$ cat config.mk
export PLATFORM = sky130hd
export DESIGN_NAME = thread_switch_sel
export DESIGN_NICKNAME = d
export VERILOG_FILES = /design/src/rtl/thrsel_pkg.sv /design/src/rtl/thrsel_eligibility.sv /design/src/rtl/thrsel_rr_pick.sv /design/src/rtl/thrsel_owner_reg.sv /design/src/rtl/thread_switch_sel.sv
export SDC_FILE = /design/constraint.sdc
export NUM_CORES = 1
export LEC_CHECK = 0
export ABC_AREA = 1
export CAP_MARGIN = 30
export CORE_ASPECT_RATIO = 1.2
export CORE_MARGIN = 8
export CORE_UTILIZATION = 29
export DETAILED_ROUTE_END_ITERATION = 7
export DONT_BUFFER_PORTS = 1
export PLACE_DENSITY_LB_ADDON = 0.3
export SLEW_MARGIN = 20
export SYNTH_ARGS = -nofsm -noshare
export SYNTH_HDL_FRONTEND = slang
export SYNTH_SLANG_ARGS = --single-unit
$ cat constraint.sdc
create_clock -name clk -period 1.6 [get_ports clk]
set_input_delay 0.08 -clock clk [delete_from_list [all_inputs] [get_ports clk]]
set_output_delay 0.08 -clock clk [all_outputs]
set_load 0.005 [all_outputs]
$ cat src/rtl/thrsel_pkg.sv
package thrsel_pkg;

  // Default thread count of the selector
  localparam int unsigned THRSEL_THREADS_DEF = 4;

  // What the selector does at the coming clock edge
  typedef enum logic [1:0] {
    ACT_HOLD   = 2'd0,  // owner may keep issuing
    ACT_SWITCH = 2'd1,  // owner blocked, a candidate exists
    ACT_IDLE   = 2'd2   // owner blocked, nobody can take over
  } sel_action_e;

endpackage

$ cat src/rtl/thrsel_eligibility.sv
module thrsel_eligibility #(
  parameter int unsigned NUM_THREADS = 4,
  localparam int unsigned TID_W = $clog2(NUM_THREADS)
) (
  input  logic [NUM_THREADS-1:0] thr_ready,
  input  logic [NUM_THREADS-1:0] thr_stall,
  input  logic [NUM_THREADS-1:0] thr_empty,
  input  logic [TID_W-1:0]       owner,
  output logic [NUM_THREADS-1:0] cand_mask,
  output logic                   owner_blocked
);

  // A thread can take over only if it has work and nothing blocks it;
  // the owner is left out of its own replacement search.
  for (genvar g = 0; g < NUM_THREADS; g++) begin : g_cand
    assign cand_mask[g] = thr_ready[g] & ~thr_stall[g] & ~thr_empty[g]
                          & (owner != TID_W'(g));
  end

  assign owner_blocked = thr_stall[owner] | thr_empty[owner];

endmodule

$ cat src/rtl/thrsel_rr_pick.sv
module thrsel_rr_pick #(
  parameter int unsigned NUM_THREADS = 4,
  localparam int unsigned TID_W = $clog2(NUM_THREADS)
) (
  input  logic [NUM_THREADS-1:0] req,
  input  logic [TID_W-1:0]       base,
  output logic                   found,
  output logic [TID_W-1:0]       pick
);

  // Offsets base+1 .. base+N-1 in turn, wrapped modulo N
  logic [NUM_THREADS-1:0][TID_W-1:0] slot_idx;

  always_comb begin
    for (int k = 0; k < NUM_THREADS; k++) begin
      logic [TID_W:0] sum;
      sum = {1'b0, base} + (TID_W+1)'(k + 1);
      if (sum >= (TID_W+1)'(NUM_THREADS)) begin
        sum = sum - (TID_W+1)'(NUM_THREADS);
      end
      slot_idx[k] = sum[TID_W-1:0];
    end
  end

  always_comb begin
    found = 1'b0;
    pick  = base;
    for (int k = 0; k < NUM_THREADS - 1; k++) begin
      if (!found && req[slot_idx[k]]) begin
        found = 1'b1;
        pick  = slot_idx[k];
      end
    end
  end

endmodule

$ cat src/rtl/thrsel_owner_reg.sv
module thrsel_owner_reg
  import thrsel_pkg::*;
#(
  parameter int unsigned NUM_THREADS = 4,
  localparam int unsigned TID_W = $clog2(NUM_THREADS)
) (
  input  logic                   clk,
  input  logic                   rst_n,
  input  sel_action_e            action,
  input  logic [TID_W-1:0]       next_owner,
  output logic [TID_W-1:0]       owner,
  output logic [NUM_THREADS-1:0] bank_onehot,
  output logic                   pulse
);

  always_ff @(posedge clk or negedge rst_n) begin
    if (!rst_n) begin
      owner <= '0;
      pulse <= 1'b0;
    end else begin
      pulse <= (action == ACT_SWITCH);
      if (action == ACT_SWITCH) begin
        owner <= next_owner;
      end
    end
  end

  for (genvar g = 0; g < NUM_THREADS; g++) begin : g_bank
    assign bank_onehot[g] = (owner == TID_W'(g));
  end

endmodule

$ cat src/rtl/thread_switch_sel.sv
module thread_switch_sel
  import thrsel_pkg::*;
#(
  parameter int unsigned NUM_THREADS = THRSEL_THREADS_DEF,
  localparam int unsigned TID_W = $clog2(NUM_THREADS)
) (
  input  logic                   clk,
  input  logic                   rst_n,
  input  logic [NUM_THREADS-1:0] thr_ready,
  input  logic [NUM_THREADS-1:0] thr_stall,
  input  logic [NUM_THREADS-1:0] thr_empty,
  output logic [TID_W-1:0]       active_tid,
  output logic [NUM_THREADS-1:0] bank_sel,
  output logic                   switch_pulse,
  output logic                   idle
);

  logic [NUM_THREADS-1:0] cand_mask;
  logic                   owner_blocked;
  logic                   cand_found;
  logic [TID_W-1:0]       cand_pick;
  sel_action_e            action;

  thrsel_eligibility #(.NUM_THREADS(NUM_THREADS)) u_elig (
    .thr_ready     (thr_ready),
    .thr_stall     (thr_stall),
    .thr_empty     (thr_empty),
    .owner         (active_tid),
    .cand_mask     (cand_mask),
    .owner_blocked (owner_blocked)
  );

  thrsel_rr_pick #(.NUM_THREADS(NUM_THREADS)) u_pick (
    .req   (cand_mask),
    .base  (active_tid),
    .found (cand_found),
    .pick  (cand_pick)
  );

  always_comb begin
    if (!owner_blocked)  action = ACT_HOLD;
    else if (cand_found) action = ACT_SWITCH;
    else                 action = ACT_IDLE;
  end

  thrsel_owner_reg #(.NUM_THREADS(NUM_THREADS)) u_owner (
    .clk         (clk),
    .rst_n       (rst_n),
    .action      (action),
    .next_owner  (cand_pick),
    .owner       (active_tid),
    .bank_onehot (bank_sel),
    .pulse       (switch_pulse)
  );

  assign idle = (action == ACT_IDLE);

endmodule

# Word-level counts from Yosys, hierarchy flattened
# Cells that the tools add are included.
# totals
output_inout_bits,8
inputBits,14
ff_bits,3
word_cells,73
# classes
magnitude_cmp,7
bitwise_logic,21
n_mux,21
addsub,6
eq_ne,8
n_reduce_logical,8
# ops
operator,n
two-way mux 2 bit,8
bitwise AND 1 bit,12
less-than comparator 2 x 3 -> 1 bit (second input constant),4
binary-select mux 1 bit (select 2 bit),5
>= comparator 3 bit (second input constant),3
two-way mux 1 bit,8
inverter 1 bit,8
adder 2 x 2 -> 3 bit (second input constant),2
== test 2 bit (second input constant),3
subtractor 2 x 1 -> 2 bit (second input constant),3
== test 2 x 1 -> 1 bit (second input constant),2
!= test 2 bit (second input constant),2
adder 2 x 1 -> 3 bit (second input constant),1
nonzero test 3 bit,1
logical AND 1 bit,2
logical NOT 1 bit,2
logical NOT 2 bit,1
!= test 2 x 1 -> 1 bit (second input constant),1
AND reduction 2 bit,1
nonzero test 2 bit,1
bitwise OR 1 bit,1

# Logic depth before layout (Yosys ltp)
# depth
ltp_word,17
depth_mapped,13
mapped_depth_nobuf,12

# By module
# Synthesis repeated with hierarchy kept, for this count alone.
# hier_totals
cells_unflattened,93
hier_area_um2,538.0
# modules_own_cells
module,instances,seq_area_each_um2,area_each_um2,cells_each
thrsel_rr_pick,1,0.0,284.0,49
thrsel_owner_reg,1,75.1,140.1,19
thrsel_eligibility,1,0.0,96.3,21
thread_switch_sel,1,0.0,17.5,4

# Worst setup path before layout
# No wires, ideal clock.
# synth_timing
path_kind,register -> register
from,register u_owner.owner[0]
to,register u_owner.owner[0]
path_slack_ps,-58
required_time_ps,1484
period_less_slack_ps,1658
setup_time_ps,116
path_stages_with_launch,14
t_arrival_ps,1541
path_buffers,1
path_cell_list,dfrtp_1 -> buf_6 -> inv_8 -> ha_1 -> nor2_1 -> nand3_1 -> nand3_2 -> nand2_4 -> nand3_2 -> nand2_2 -> inv_2 -> nand2_1 -> nand2_1 -> nand2_1
# synth_via
elab_chain_cells,16
elab_cells_between_ends,46
cone_classes,add/sub: 6; order compare: 3; eq/ne: 4; mux: 21; bitwise: 5; reduce/logical: 7
# synth_lines
element,line_no,source
from (decl),thrsel_owner_reg.sv:11,"output logic [TID_W-1:0] owner,"
from (signal assigned),thrsel_owner_reg.sv:23,owner <= next_owner;
adder 2 x 1 -> 3 bit,thrsel_rr_pick.sv:17,"sum = {1'b0, base} + (TID_W+1)'(k + 1);"
>= comparator 3 bit or subtractor 2 x 1 -> 2 bit (tied branches),"thrsel_rr_pick.sv:18, thrsel_rr_pick.sv:19",
two-way mux 2 bit,thrsel_rr_pick.sv:18,if (sum >= (TID_W+1)'(NUM_THREADS)) begin
binary-select mux 1 bit (select 2 bit),thrsel_rr_pick.sv:29,if (!found && req[slot_idx[k]]) begin
two-way mux 1 bit (implied by the code),thrsel_rr_pick.sv:29,
two-way mux 1 bit,thrsel_rr_pick.sv:29,
logical NOT 1 bit,thrsel_rr_pick.sv:29,
logical AND 1 bit,thrsel_rr_pick.sv:29,
two-way mux 1 bit,thrsel_rr_pick.sv:29,
logical NOT 1 bit,thrsel_rr_pick.sv:29,
logical AND 1 bit,thrsel_rr_pick.sv:29,
two-way mux 1 bit,thrsel_rr_pick.sv:29,
two-way mux 2 bit,thread_switch_sel.sv:42,else if (cand_found) action = ACT_SWITCH;
two-way mux 2 bit,thread_switch_sel.sv:41,if (!owner_blocked) action = ACT_HOLD;
== test 2 x 1 -> 1 bit,thrsel_owner_reg.sv:22,if (action == ACT_SWITCH) begin
AND reduction 2 bit (no line),n/a,
# Parallel ways exist; a longest one is shown, timed or not. The select of a mux whose other input is x is not followed.
# A chain may end at the register's enable or synchronous reset.

# Worst setup path after layout
# layout_timing
from,register u_owner.owner[0]
to,output idle
# layout_via
elab_chain_cells,15
elab_cells_between_ends,41
cone_classes,add/sub: 6; order compare: 3; eq/ne: 4; mux: 18; bitwise: 5; reduce/logical: 5
# layout_lines
element,line_no,source
adder 2 x 1 -> 3 bit,thrsel_rr_pick.sv:17,
>= comparator 3 bit or subtractor 2 x 1 -> 2 bit (tied branches),"thrsel_rr_pick.sv:18, thrsel_rr_pick.sv:19",
two-way mux 2 bit,thrsel_rr_pick.sv:18,
binary-select mux 1 bit (select 2 bit),thrsel_rr_pick.sv:29,
two-way mux 1 bit (implied by the code),thrsel_rr_pick.sv:29,
two-way mux 1 bit,thrsel_rr_pick.sv:29,
logical NOT 1 bit,thrsel_rr_pick.sv:29,
logical AND 1 bit,thrsel_rr_pick.sv:29,
two-way mux 1 bit,thrsel_rr_pick.sv:29,
logical NOT 1 bit,thrsel_rr_pick.sv:29,
logical AND 1 bit,thrsel_rr_pick.sv:29,
two-way mux 1 bit,thrsel_rr_pick.sv:29,
two-way mux 2 bit,thread_switch_sel.sv:42,
two-way mux 2 bit (*),thread_switch_sel.sv:41,
== test 2 bit (*),thread_switch_sel.sv:56,assign idle = (action == ACT_IDLE);
to (decl),thread_switch_sel.sv:15,output logic idle
# Every way passes the cells marked *; elsewhere a longest branch is shown, timed or not. The select of a mux whose other input is x is not followed.

==> qor.yml <==
status: "finished, violations left"
violations: "setup timing"
cts_made_buffers: 3
multiInputGateArea_um2: 554
tightest_slew_ps: 254
synth_seq_cells: 3
met1_length_um: 549
clock-sinks: 3
io_pins: 22
clkSlewWorstSetupHoldPaths_ps: 40
synth_cell_types: 19
port-buffer-count: 0
slew_headroom_pct: 83.0
die_y_um: 62.2
wl_met2_um: 937
layout.nets: 116
post-route-period-util_pct: 110
syn_area_per_cell_um2: 7.08
finalSetupViolCount: 3
dr_wl_met3_um: 113
fp.dieArea_mm2: 0.00339
yosys_warnings: 0
hpwlAfterDp_um: 1100
synth_area_um2: 517
crit_chain: "buf_4 -> o21ai_0 -> o22a_2 -> nor3b_2 -> buf_4"
instances_no_fill: 115
wirelength_um: 1620
layout_common_cells: "16 x buf_4, 10 x nand2_1, 9 x nand3_2, 8 x nand2_2, 6 x nor2_4"
syn_nets: 91
synth_top_area_share_pct: 14.5
htreeDepth: 1
gp_congestion: 0.816
worst_setup_path_start_kind: "flop"
crit_path_top_delay_cell: "dfrtp_2"
ys_seq_area_share_pct: 14.5
netlist_top_cells_area: "dfrtp_1 15%, nand3_1 12%, nand3_2 12%"
required_ps: 1520
seq_area_um2: 77.6
fin_ws_ps: -161
end_kind: "primary output"
cp_max_fo: 6
nFillCells: 150
postRouteAntennaNets: 0
leakage_nw: 0.412
cts_buffer_depth: 2
wire_per_inst_um: 14.1
core_area_mm2: 0.00166
layout-drive-gt1-share_pct: 70.1
irDropWorstVdd_v: 0.00106
critPathKind: "flop to primary output"
dr.pass1.iters: 4
rsz0062_at_grt: "true"
n_antenna_cell: 0
routed_via_density: 5.16
finalClockSkew_ps: 1.43
syn2layout_area_growth_pct: 73.8
fmax_mhz: 568
start_util_pct: 31.1
min_path_type: "input port to async pin"
grt_pass1_vias: 594
cp_common_cell: "buf_4"
antenna_found_initial: 0
maxCapViolCount: 0
drtIter0Drc: 5
hold_ws_ps: 93.8
clock_latency_ps: 230
grt.overflow.total: 0
dp_slack_ps: -86.9
arrival_ps: 1680
drc_errors: 0
cpPeakStageDelay_ps: 500
slew_viol_final: 0
postSynthCellCount: 73
topRoutingLayerUsed: "met4"
hold_viol_final: 0
yosysTopAreaCell: "dfrtp_1"
placementRows: 16
die_w_um: 54.5
dpl.cell_count: 103
root_buffer: "clkbuf_4"
vias: 593
grt_use_total_pct: 9.95
grt_pass1_wl_um: 2600
cellPowerDensity_mw_per_mm2: 2470
cts_tree: "built"
final_common_cell: "buf_4"
post-route-min-period_ps: 1760
grt_max_degree: 8
## state kept, by name, summed over array words and instances (netlist names)
| name | cells |
|---|---|
| u_owner.owner | 2 |
| u_owner.pulse | 1 |
## final timing paths
kind / end / start / cells after the start / slack [ps]
max in group asynchronous: u_owner.owner[0]$_DFFE_PN0P_ / rst_n / 1 / 1350
max: idle / u_owner.owner[0]$_DFFE_PN0P_ / 5 / -160
min: u_owner.pulse$_DFF_PN0_ / rst_n / 1 / 90
min in group clk: u_owner.owner[0]$_DFFE_PN0P_ / thr_empty[3] / 8 / 370
min reg2reg: u_owner.owner[0]$_DFFE_PN0P_ / u_owner.owner[0]$_DFFE_PN0P_ / 3 / 770
max reg2reg: u_owner.owner[0]$_DFFE_PN0P_ / u_owner.owner[1]$_DFFE_PN0P_ / 13 / -100
## worst max-delay path: cells and delay by family (launching register included)
kind	cells	cell delay, ps
compound gates	2	440
buf+inv	2	340
simple gates	1	170
flops	1	500
## kinds of logic after synthesis
logic type | count (synthesis) | share of synthesized area (%)
DFF | 3 | 14.5
AOI/OAI and AO/OA | 5 | 5.81
adders and majority gates | 4 | 9.69
buffers and inverters | 9 | 9.44
and+or+nand+nor | 52 | 60.5
## timing repair
| item | CTS | global route |
|---|---|---|
| endpoints found under the hold margin | 3 | 0 |
| setup endpoints to repair | 4 | 4 |
| resized for setup | 18 | 17 |
| setup buffers | 5 | 2 |
| pin swaps | 8 | 9 |
| hold buffers | 1 | 0 |
| gates cloned | 0 | 0 |
## stage by stage
stage	TNS (ps)	total power, mW	instance area, um2	utilization (%)
floorplan	0	1.06	546	-
global placement	-176	1.46	654	39.4
detailed placement	-214	1.47	654	39.4
CTS	-168	1.89	813	48.9
global route	-675	2.40	898	54.1
finish	-353	2.22	898	54.1
## power by group
| part | internal, mW | switching, mW |
|---|---|---|
| clock network | 0.0935 | 0.0396 |
| logic | 0.934 | 0.945 |
| registers | 0.127 | 0.0836 |
| total | 1.15 | 1.07 |
## metal layers
metal,track usage [%],vias to the layer above
met3,2.38,2
met5,0,-
met2,17.1,18
met1,9.89,284
li1,-,289
met4,6.17,0
## final cells by class
cell class,instances,share of cell area (%)
clock buffers,4,2.92
inverters,8,4.74
multi-input cells,61,61.7
flip-flops and latches,3,8.64
well taps,18,2.51
repair buffers,21,19.5
## synth_stat cells
library cell	instances
inv_1	6
nand2_2	4
dfrtp_1	3
a21oi_1	2
nand2_4	1
nor2_4	3
nand3_4	1
nor2_1	6
ha_1	4
o22a_2	1
inv_8	1
nand3_2	6
nand3_1	12
nand2_1	15
buf_6	1
o21ai_0	2
nor3b_1	1
nor2_2	3
inv_2	1
(Power assumes the default switching activity.)
